### config.mk
export PLATFORM = sky130hd
export DESIGN_NAME = chg_irq_ctrl
export DESIGN_NICKNAME = d
export VERILOG_FILES = /design/src/rtl/chg_irq_pkg.sv /design/src/rtl/chg_sync.sv /design/src/rtl/chg_edge_qual.sv /design/src/rtl/chg_regs.sv /design/src/rtl/chg_irq_ctrl.sv
export SDC_FILE = /design/constraint.sdc
export NUM_CORES = 1
export LEC_CHECK = 0
export BUFFER_PORTS_ARGS = -buffer_cell sky130_fd_sc_hd__buf_2
export CAP_MARGIN = 25
export CORE_MARGIN = 2
export CORE_UTILIZATION = 35
export CTS_CLUSTER_DIAMETER = 30
export DETAILED_ROUTE_END_ITERATION = 8
export PLACE_DENSITY = 0.64
export SYNTH_ARGS = -nofsm -noshare
export SYNTH_HDL_FRONTEND = slang
export SYNTH_HIERARCHICAL = 1
export SYNTH_SLANG_ARGS = --single-unit
### constraint.sdc
create_clock -name clk -period 4.9 [get_ports clk]
set_input_delay 0.98 -clock clk [delete_from_list [all_inputs] [get_ports clk]]
set_output_delay 0.98 -clock clk [all_outputs]
set_load 0.05 [all_outputs]
### src/rtl/chg_irq_pkg.sv
package chg_irq_pkg;

    localparam int ADDR_W = 8;
    localparam int DATA_W = 8;

    // Register addresses that software decodes
    localparam logic [ADDR_W-1:0] CLR_OFS     = 8'h01;
    localparam logic [ADDR_W-1:0] STAT_OFS    = 8'h02;
    localparam logic [ADDR_W-1:0] CTRL_OFS    = 8'h03;
    localparam logic [ADDR_W-1:0] RISE_BASE   = 8'h42;
    localparam logic [ADDR_W-1:0] FALL_BASE   = 8'h43;
    localparam logic [ADDR_W-1:0] PORT_STRIDE = 8'h10;

    // Bit positions inside the clear and status bytes
    localparam int CLR_EDGE_BIT = 3;
    localparam int CLR_OVF_BIT  = 2;
    localparam int STAT_EDGE    = 0;
    localparam int STAT_OVF     = 1;
    localparam int STAT_PEND    = 2;
    localparam int CTRL_W       = 5;

    // Control byte, packed MSB first so that bit 0 is edge_ie
    typedef struct packed {
        logic fall_all;   // bit 4: global falling-edge enable
        logic rise_all;   // bit 3: global rising-edge enable
        logic master;     // bit 2: master interrupt enable
        logic ovf_ie;     // bit 1: overflow interrupt enable
        logic edge_ie;    // bit 0: edge interrupt enable
    } ctrl_t;

    function automatic logic [ADDR_W-1:0] rise_addr(input int p);
        return RISE_BASE + ADDR_W'(p) * PORT_STRIDE;
    endfunction

    function automatic logic [ADDR_W-1:0] fall_addr(input int p);
        return FALL_BASE + ADDR_W'(p) * PORT_STRIDE;
    endfunction

endpackage

### src/rtl/chg_sync.sv
module chg_sync #(
    parameter int W      = 32,
    parameter int STAGES = 2
) (
    input  logic         clk,
    input  logic         rst_n,
    input  logic [W-1:0] din_i,
    output logic [W-1:0] dout_o
);

    logic [STAGES-1:0][W-1:0] stg_d, stg_q;

    always_comb begin
        stg_d[0] = din_i;
        for (int i = 1; i < STAGES; i++) begin
            stg_d[i] = stg_q[i-1];
        end
    end

    always_ff @(posedge clk or negedge rst_n) begin
        if (!rst_n) begin
            stg_q <= '0;
        end else begin
            stg_q <= stg_d;
        end
    end

    assign dout_o = stg_q[STAGES-1];

endmodule

### src/rtl/chg_edge_qual.sv
module chg_edge_qual #(
    parameter int W = 8
) (
    input  logic         clk,
    input  logic         rst_n,
    input  logic [W-1:0] cur_i,
    input  logic [W-1:0] rise_en_i,
    input  logic [W-1:0] fall_en_i,
    input  logic         rise_all_i,
    input  logic         fall_all_i,
    output logic         hit_o
);

    typedef struct packed {
        logic [W-1:0] prev;
    } qual_t;

    qual_t st_d, st_q;
    logic [W-1:0] up, down;

    always_comb begin
        st_d      = st_q;
        st_d.prev = cur_i;
        up        = cur_i & ~st_q.prev & rise_en_i & {W{rise_all_i}};
        down      = ~cur_i & st_q.prev & fall_en_i & {W{fall_all_i}};
        hit_o     = |(up | down);
    end

    always_ff @(posedge clk or negedge rst_n) begin
        if (!rst_n) begin
            st_q <= '0;
        end else begin
            st_q <= st_d;
        end
    end

endmodule

### src/rtl/chg_regs.sv
module chg_regs
    import chg_irq_pkg::*;
#(
    parameter int NUM_PORTS = 4,
    parameter int PORT_W    = 8
) (
    input  logic                               clk,
    input  logic                               rst_n,
    input  logic [ADDR_W-1:0]                  addr_i,
    input  logic [DATA_W-1:0]                  wdata_i,
    input  logic                               we_i,
    input  logic [DATA_W-1:0]                  status_i,
    output logic [DATA_W-1:0]                  rdata_o,
    output logic [NUM_PORTS-1:0][PORT_W-1:0]   rise_en_o,
    output logic [NUM_PORTS-1:0][PORT_W-1:0]   fall_en_o,
    output ctrl_t                              ctrl_o,
    output logic                               clr_edge_o,
    output logic                               clr_ovf_o
);

    typedef struct packed {
        logic [NUM_PORTS-1:0][PORT_W-1:0] rise;
        logic [NUM_PORTS-1:0][PORT_W-1:0] fall;
        ctrl_t                            ctrl;
    } regs_t;

    regs_t st_d, st_q;

    always_comb begin
        st_d       = st_q;
        clr_edge_o = 1'b0;
        clr_ovf_o  = 1'b0;
        if (we_i) begin
            if (addr_i == CTRL_OFS) begin
                st_d.ctrl = ctrl_t'(wdata_i[CTRL_W-1:0]);
            end
            if (addr_i == CLR_OFS) begin
                clr_edge_o = wdata_i[CLR_EDGE_BIT];
                clr_ovf_o  = wdata_i[CLR_OVF_BIT];
            end
            for (int p = 0; p < NUM_PORTS; p++) begin
                if (addr_i == rise_addr(p)) st_d.rise[p] = wdata_i[PORT_W-1:0];
                if (addr_i == fall_addr(p)) st_d.fall[p] = wdata_i[PORT_W-1:0];
            end
        end
    end

    always_comb begin
        rdata_o = '0;
        if (addr_i == CTRL_OFS) rdata_o = DATA_W'(st_q.ctrl);
        if (addr_i == STAT_OFS) rdata_o = status_i;
        for (int p = 0; p < NUM_PORTS; p++) begin
            if (addr_i == rise_addr(p)) rdata_o = DATA_W'(st_q.rise[p]);
            if (addr_i == fall_addr(p)) rdata_o = DATA_W'(st_q.fall[p]);
        end
    end

    always_ff @(posedge clk or negedge rst_n) begin
        if (!rst_n) begin
            st_q <= '0;
        end else begin
            st_q <= st_d;
        end
    end

    assign rise_en_o = st_q.rise;
    assign fall_en_o = st_q.fall;
    assign ctrl_o    = st_q.ctrl;

endmodule

### src/rtl/chg_irq_ctrl.sv
module chg_irq_ctrl
    import chg_irq_pkg::*;
#(
    parameter int NUM_PORTS   = 4,
    parameter int PORT_W      = 8,
    parameter int SYNC_STAGES = 2
) (
    input  logic                          clk,
    input  logic                          rst_n,
    input  logic [ADDR_W-1:0]             bus_addr,
    input  logic [DATA_W-1:0]             bus_wdata,
    input  logic                          bus_we,
    output logic [DATA_W-1:0]             bus_rdata,
    input  logic [NUM_PORTS*PORT_W-1:0]   pins_i,
    output logic                          irq_o
);

    localparam int PIN_W = NUM_PORTS * PORT_W;

    typedef struct packed {
        logic edge_seen;
        logic ovf_seen;
    } flags_t;

    flags_t flags_d, flags_q;

    logic [PIN_W-1:0]                 pins_s;
    logic [NUM_PORTS-1:0]             hit_vec;
    logic [NUM_PORTS-1:0][PORT_W-1:0] rise_en, fall_en;
    ctrl_t                            ctrl;
    logic                             clr_edge, clr_ovf;
    logic [DATA_W-1:0]                status;

    // Signals exposed to the bound checker
    logic hit_any, edge_flag, ovf_flag, master_en;

    chg_sync #(
        .W      (PIN_W),
        .STAGES (SYNC_STAGES)
    ) u_sync (
        .clk    (clk),
        .rst_n  (rst_n),
        .din_i  (pins_i),
        .dout_o (pins_s)
    );

    for (genvar p = 0; p < NUM_PORTS; p++) begin : g_port
        chg_edge_qual #(
            .W (PORT_W)
        ) u_qual (
            .clk        (clk),
            .rst_n      (rst_n),
            .cur_i      (pins_s[p*PORT_W +: PORT_W]),
            .rise_en_i  (rise_en[p]),
            .fall_en_i  (fall_en[p]),
            .rise_all_i (ctrl.rise_all),
            .fall_all_i (ctrl.fall_all),
            .hit_o      (hit_vec[p])
        );
    end

    chg_regs #(
        .NUM_PORTS (NUM_PORTS),
        .PORT_W    (PORT_W)
    ) u_regs (
        .clk        (clk),
        .rst_n      (rst_n),
        .addr_i     (bus_addr),
        .wdata_i    (bus_wdata),
        .we_i       (bus_we),
        .status_i   (status),
        .rdata_o    (bus_rdata),
        .rise_en_o  (rise_en),
        .fall_en_o  (fall_en),
        .ctrl_o     (ctrl),
        .clr_edge_o (clr_edge),
        .clr_ovf_o  (clr_ovf)
    );

    assign hit_any = |hit_vec;

    // A new hit dominates a same-cycle clear so no event is lost
    always_comb begin
        flags_d           = flags_q;
        flags_d.edge_seen = hit_any | (flags_q.edge_seen & ~clr_edge);
        flags_d.ovf_seen  = (hit_any & flags_q.edge_seen & ~clr_edge)
                          | (flags_q.ovf_seen & ~clr_ovf);
    end

    always_ff @(posedge clk or negedge rst_n) begin
        if (!rst_n) begin
            flags_q <= '0;
        end else begin
            flags_q <= flags_d;
        end
    end

    assign irq_o = ctrl.master & ((flags_q.edge_seen & ctrl.edge_ie)
                                | (flags_q.ovf_seen  & ctrl.ovf_ie));

    always_comb begin
        status            = '0;
        status[STAT_EDGE] = flags_q.edge_seen;
        status[STAT_OVF]  = flags_q.ovf_seen;
        status[STAT_PEND] = irq_o;
    end

    assign edge_flag = flags_q.edge_seen;
    assign ovf_flag  = flags_q.ovf_seen;
    assign master_en = ctrl.master;

endmodule

Word-level counts from Yosys, hierarchy flattened

Cells that the tools add are included.

Bitwise logic cells: 48
Equality and inequality tests: 11
Reductions and logical operators: 10
Multiplexer cells: 14

Operator list:

| cell                                           | count |
|---|---|
| AND 8 bit                                      | 24 |
| == test 8 x 7 -> 1 bit (second input constant) | 8 |
| two-way mux 8 bit                              | 8 |
| NOT 8 bit                                      | 8 |
| OR 8 bit                                       | 4 |
| OR reduction 32 bit                            | 1 |
| AND reduction 2 bit                            | 9 |
| == test 8 x 2 -> 1 bit (second input constant) | 2 |
| two-way mux 5 bit                              | 2 |
| == test 8 x 1 -> 1 bit (second input constant) | 1 |
| AND 1 bit                                      | 7 |
| two-way mux 1 bit                              | 4 |
| OR 1 bit                                       | 3 |
| NOT 1 bit                                      | 2 |

Output and inout bits: 9
Input port bits: 51
Logic and storage cells: 104
Bits in registers: 167

Depth between registers and ports, before layout

Depth in word-level cells: 12
Gate-level depth with buffers: 8
Mapped depth without buffers: 7

By module

Netlist, hierarchy kept.

By module, submodules not included:

| module        | area each (um2) | seq. area each (um2) | instances | cells an instance |
|---|---|---|---|---|
| chg_regs      | 3759.9          | 1726.7               | 1         | 315 |
| chg_sync      | 1601.5          | 1601.5               | 1         | 64 |
| chg_edge_qual | 351.6           | 200.2                | 4         | 35 |
| chg_irq_ctrl  | 108.9           | 50.0                 | 1         | 10 |

Worst setup path after synthesis

Ideal clock, no wire load.

Path kind: in2out
Start point: in bus_addr[0]
End point: out bus_rdata[0]
Slack: 0.804 ns
Data arrival time: 3.116 ns
Stages on the path: 6
Path buffers: 4
Path through: buf_2 buf_2 buf_2 clkbuf_1 a31oi_1 o21ai_0

Cells in the longest elaborated chain, start to end: 11
Elaborated cells on any way between the ends: 20

Ends and longest elaborated chain:

| what                   | RTL line           | source |
|---|---|---|
| start, declared        | chg_irq_ctrl.sv:10 | `input logic [ADDR_W-1:0] bus_addr,` |
| == test 8 x 2 -> 1 bit | chg_regs.sv:50     | `if (addr_i == CTRL_OFS) rdata_o = DATA_W'(st_q.ctrl);` |
| two-way mux 5 bit      | chg_regs.sv:50     |  |
| two-way mux 5 bit      | chg_regs.sv:51     | `if (addr_i == STAT_OFS) rdata_o = status_i;` |
| two-way mux 8 bit      | chg_regs.sv:53     | `if (addr_i == rise_addr(p)) rdata_o = DATA_W'(st_q.rise[p]);` |
| two-way mux 8 bit      | chg_regs.sv:54     | `if (addr_i == fall_addr(p)) rdata_o = DATA_W'(st_q.fall[p]);` |
| two-way mux 8 bit      | chg_regs.sv:53     |  |
| two-way mux 8 bit      | chg_regs.sv:54     |  |
| two-way mux 8 bit      | chg_regs.sv:53     |  |
| two-way mux 8 bit      | chg_regs.sv:54     |  |
| two-way mux 8 bit      | chg_regs.sv:53     |  |
| two-way mux 8 bit (*)  | chg_regs.sv:54     |  |
| end, declared          | chg_irq_ctrl.sv:13 | `output logic [DATA_W-1:0] bus_rdata,` |

Mark *: on every way between the ends. The rest lies on a longest branch, timed or not.

Worst setup path after layout

Start point: in bus_addr[4]
End point: out bus_rdata[4]

Same word-level chain as after synthesis.

==> flow_summary.toml <==
[outcome]
outcome = "complete, no violations"

[yosys]
ys_seq_elements = 167
syn-cell-area_um2 = 6880
yosysSeqAreaShare_pct = 60.8
yosys_most_used_dff = "dfrtp_1"
synth_async_sr_flop_share_pct = 100
synth_top_area_share_pct = 60.8
ys.warnings.count = 6
yosys.area.top_type = "dfrtp_1"
syn_area_per_cell_um2 = 13.0
netlist_instances = 529
synth-edff-count = 0
synthTopCellsByArea = "dfrtp_1 (61%), mux2_2 (9.7%), nand2_1 (3.8%)"
ys_types = 64

[drt]
drc = 0
dr.pass1.iters = 4
vias_per_cell = 5.10
wl_per_cell_um = 20.2
drt_iter0_drc = 293
vias = 4463
antenna_left = 0
wirelength_um = 17700

[global_routing]
antenna_found_initial = 0
grt_max_degree = 113
grt_first_pass_wirelength_um = 27600
grt_usage_pct = 18.3
grt_pass1_vias = 4680
grt-ovfl-total = 0

[worst_setup_path]
crit_slowest_cell = "or4_4"
start_kind = "input port"
worstPathRequired_ps = 3920
crit_fanout = 37
path_cells = "buf_2 -> or4_4 -> nor2_4 -> a2bb2oi_1 -> o32a_1 -> o22ai_1 -> buf_2"
crit_type = "input port to primary output"
slowest_delay_ps = 680
end_kind = "primary output"
path_common_cell = "buf_2"
arrival_ps = 3200

[cells_and_area]
layout-drive-gt1-share_pct = 30.2
fin_area_um2 = 8090
area_growth_pct = 17.6
post-route-util_pct = 41.7
antenna_cells = 0
nets = 651

[sta]
hold_viol_final = 0
timing.final.crit_share_pct = 85.3
setup_viol_count_final = 0
maxSlewViolCount = 0
fin_tns_setup_ps = 0
max_slew.worst_pin.slew_ps = 712
skew_ps = 6.23
rsz0062_at_grt = "false"
period_needed_ps = 4180
slew_headroom_pct = 52.5
max_freq_ghz = 0.239

[power_and_ir_drop]
irDropWorstVdd_mv = 0.206
p_leak_nw = 3.69
powerDensity_nw_per_um2 = 373

[place]
place.gp.congestion = 0.879
io_buffers = 59
placed_area_um2 = 7480
place_hpwl_um = 12500

[floorplan]
start_util_pct = 35.4
die_w_um = 144
io-pin-count = 60
die_h_um = 144
die-area_um2 = 20800
rows = 51
core_area_um2 = 19400

[clock_tree]
cts_sinks = 167
post_cts_resized = 0
cts-root-buf = "clkbuf_16"
clk-insertion-delay-late_ps = 430
cts-buffers-inserted = 17
cts_setup_buffers = 0
path_clk_slew_ps = 60
cts.path.max_buffers = 2
postCtsHoldBufs = 0
cts_tree = "built"
htree_num_levels = 4

[run]
max_cap_viol_count = 0

[hold_path]
min_path_type = "register to register"
==> report_power, final <==
group | switching [mW] | internal [mW]
clock | 0.520 | 0.816
sequential | 0.0515 | 1.45
combinational | 0.110 | 0.0756
total | 0.681 | 2.34
==> registers in the layout, indices dropped and copies added (netlist names) <==
signal,cells
g_port.u_qual/st_q,32
u_regs/fall_en_o,32
u_regs/rise_en_o,32
u_sync/dout_o,32
u_sync/stg_d,32
u_regs/ctrl_o,5
edge_flag,1
ovf_flag,1
==> cell usage after synthesis (4+ instances only) <==
master and n:
clkbuf_1 6, mux2i_1 10, mux2_2 59, o21ai_0 20, dfrtp_1 167, nor2_1 15
nand3_1 5, buf_2 7, nor2b_1 6, a21oi_1 12, mux2_4 13, nor3_1 4
nor3_4 4, o22ai_1 18, nand2_1 69, nand3b_1 34, o41ai_1 8, nand2b_1 5
==> worst paths after layout <==
path                                       from                       end  slack (ps)  depth (start not counted)
setup / recovery                    bus_addr[4]              bus_rdata[4]         720                          7
hold / removal                 u_sync/stg_d[57]         u_sync/dout_o[25]         340                          0
setup reg to reg           u_regs/fall_en_o[31]                  ovf_flag        3140                          6
hold reg to reg                u_sync/stg_d[57]         u_sync/dout_o[25]         340                          0
max in group asynchronous                 rst_n  g_port[0].u_qual/st_q[2]        3370                          3
min in group asynchronous                 rst_n          u_sync/stg_d[54]         390                          1
==> cells by family after synthesis <==
group	share of synthesized area, %
AOI/OAI and AO/OA	8.44
buffers and inverters	1.60
DFF	60.8
muxes	14.6
other	0.0545
and+or+nand+nor	14.5
==> critical path, delay by kind of cell <==
| family | cells | cell delay (ps) |
|---|---|---|
| buffers and inverters | 2 | 660 |
| AO/OA/AOI/OAI | 3 | 690 |
| AND/OR/NAND/NOR | 2 | 870 |
==> cells in the final DEF, fill, tap and decap left out, types with 3 or more instances in the layout <==
cell type and instances:
clkinv_2 3, dfrtp_1 167, bufinv_16 3, nor2_1 15, nor4_1 3, nand2_1 69, nor2b_1 6, buf_2 58
mux2_2 59, clkbuf_16 17, a2bb2oi_1 3, inv_1 3, conb_1 6, nand3_1 5, nand2b_1 5, a21oi_1 12
o22ai_1 18, o41ai_1 8, nand3b_1 34, a31oi_1 3, mux2_4 13, buf_4 6, clkinvlp_4 3, nor3_1 4
nor3_4 4, o21ai_0 20, mux2i_1 10
==> cell type report <==
class | instances | area, µm²
Timing Repair Buffer | 66 | 374
Sequential cell | 167 | 4180
Clock buffer | 20 | 457
Inverter | 4 | 15.0
Fill cell | 1894 | 11300
Multi-Input combinational cell | 344 | 2610
Tap cell | 265 | 332
Clock inverter | 9 | 128
==> metrics by stage <==
step / setup slack, ps / power (mW) / instances / hold slack [ps]
finish: 722 / 3.02 / 875 / 344
floorplan: 804 / 1.60 / 534 / 331
global placement: 789 / 1.70 / 845 / 332
global route: 655 / 3.14 / 875 / 354
CTS: 738 / 3.06 / 874 / 350
detailed placement: 740 / 1.71 / 845 / 336
==> metal layers <==
| layer | track usage [%] | share of wire (%) | vias to the layer above |
|---|---|---|---|
| li1 | - | - | 2058 |
| met1 | 24.6 | 45 | 2282 |
| met2 | 29.5 | 48 | 105 |
| met3 | 4.54 | 5.3 | 18 |
| met4 | 5.47 | 1.1 | 0 |
| met5 | 0 | 0 | - |
Note: power is estimated with default switching activity, not from simulation.
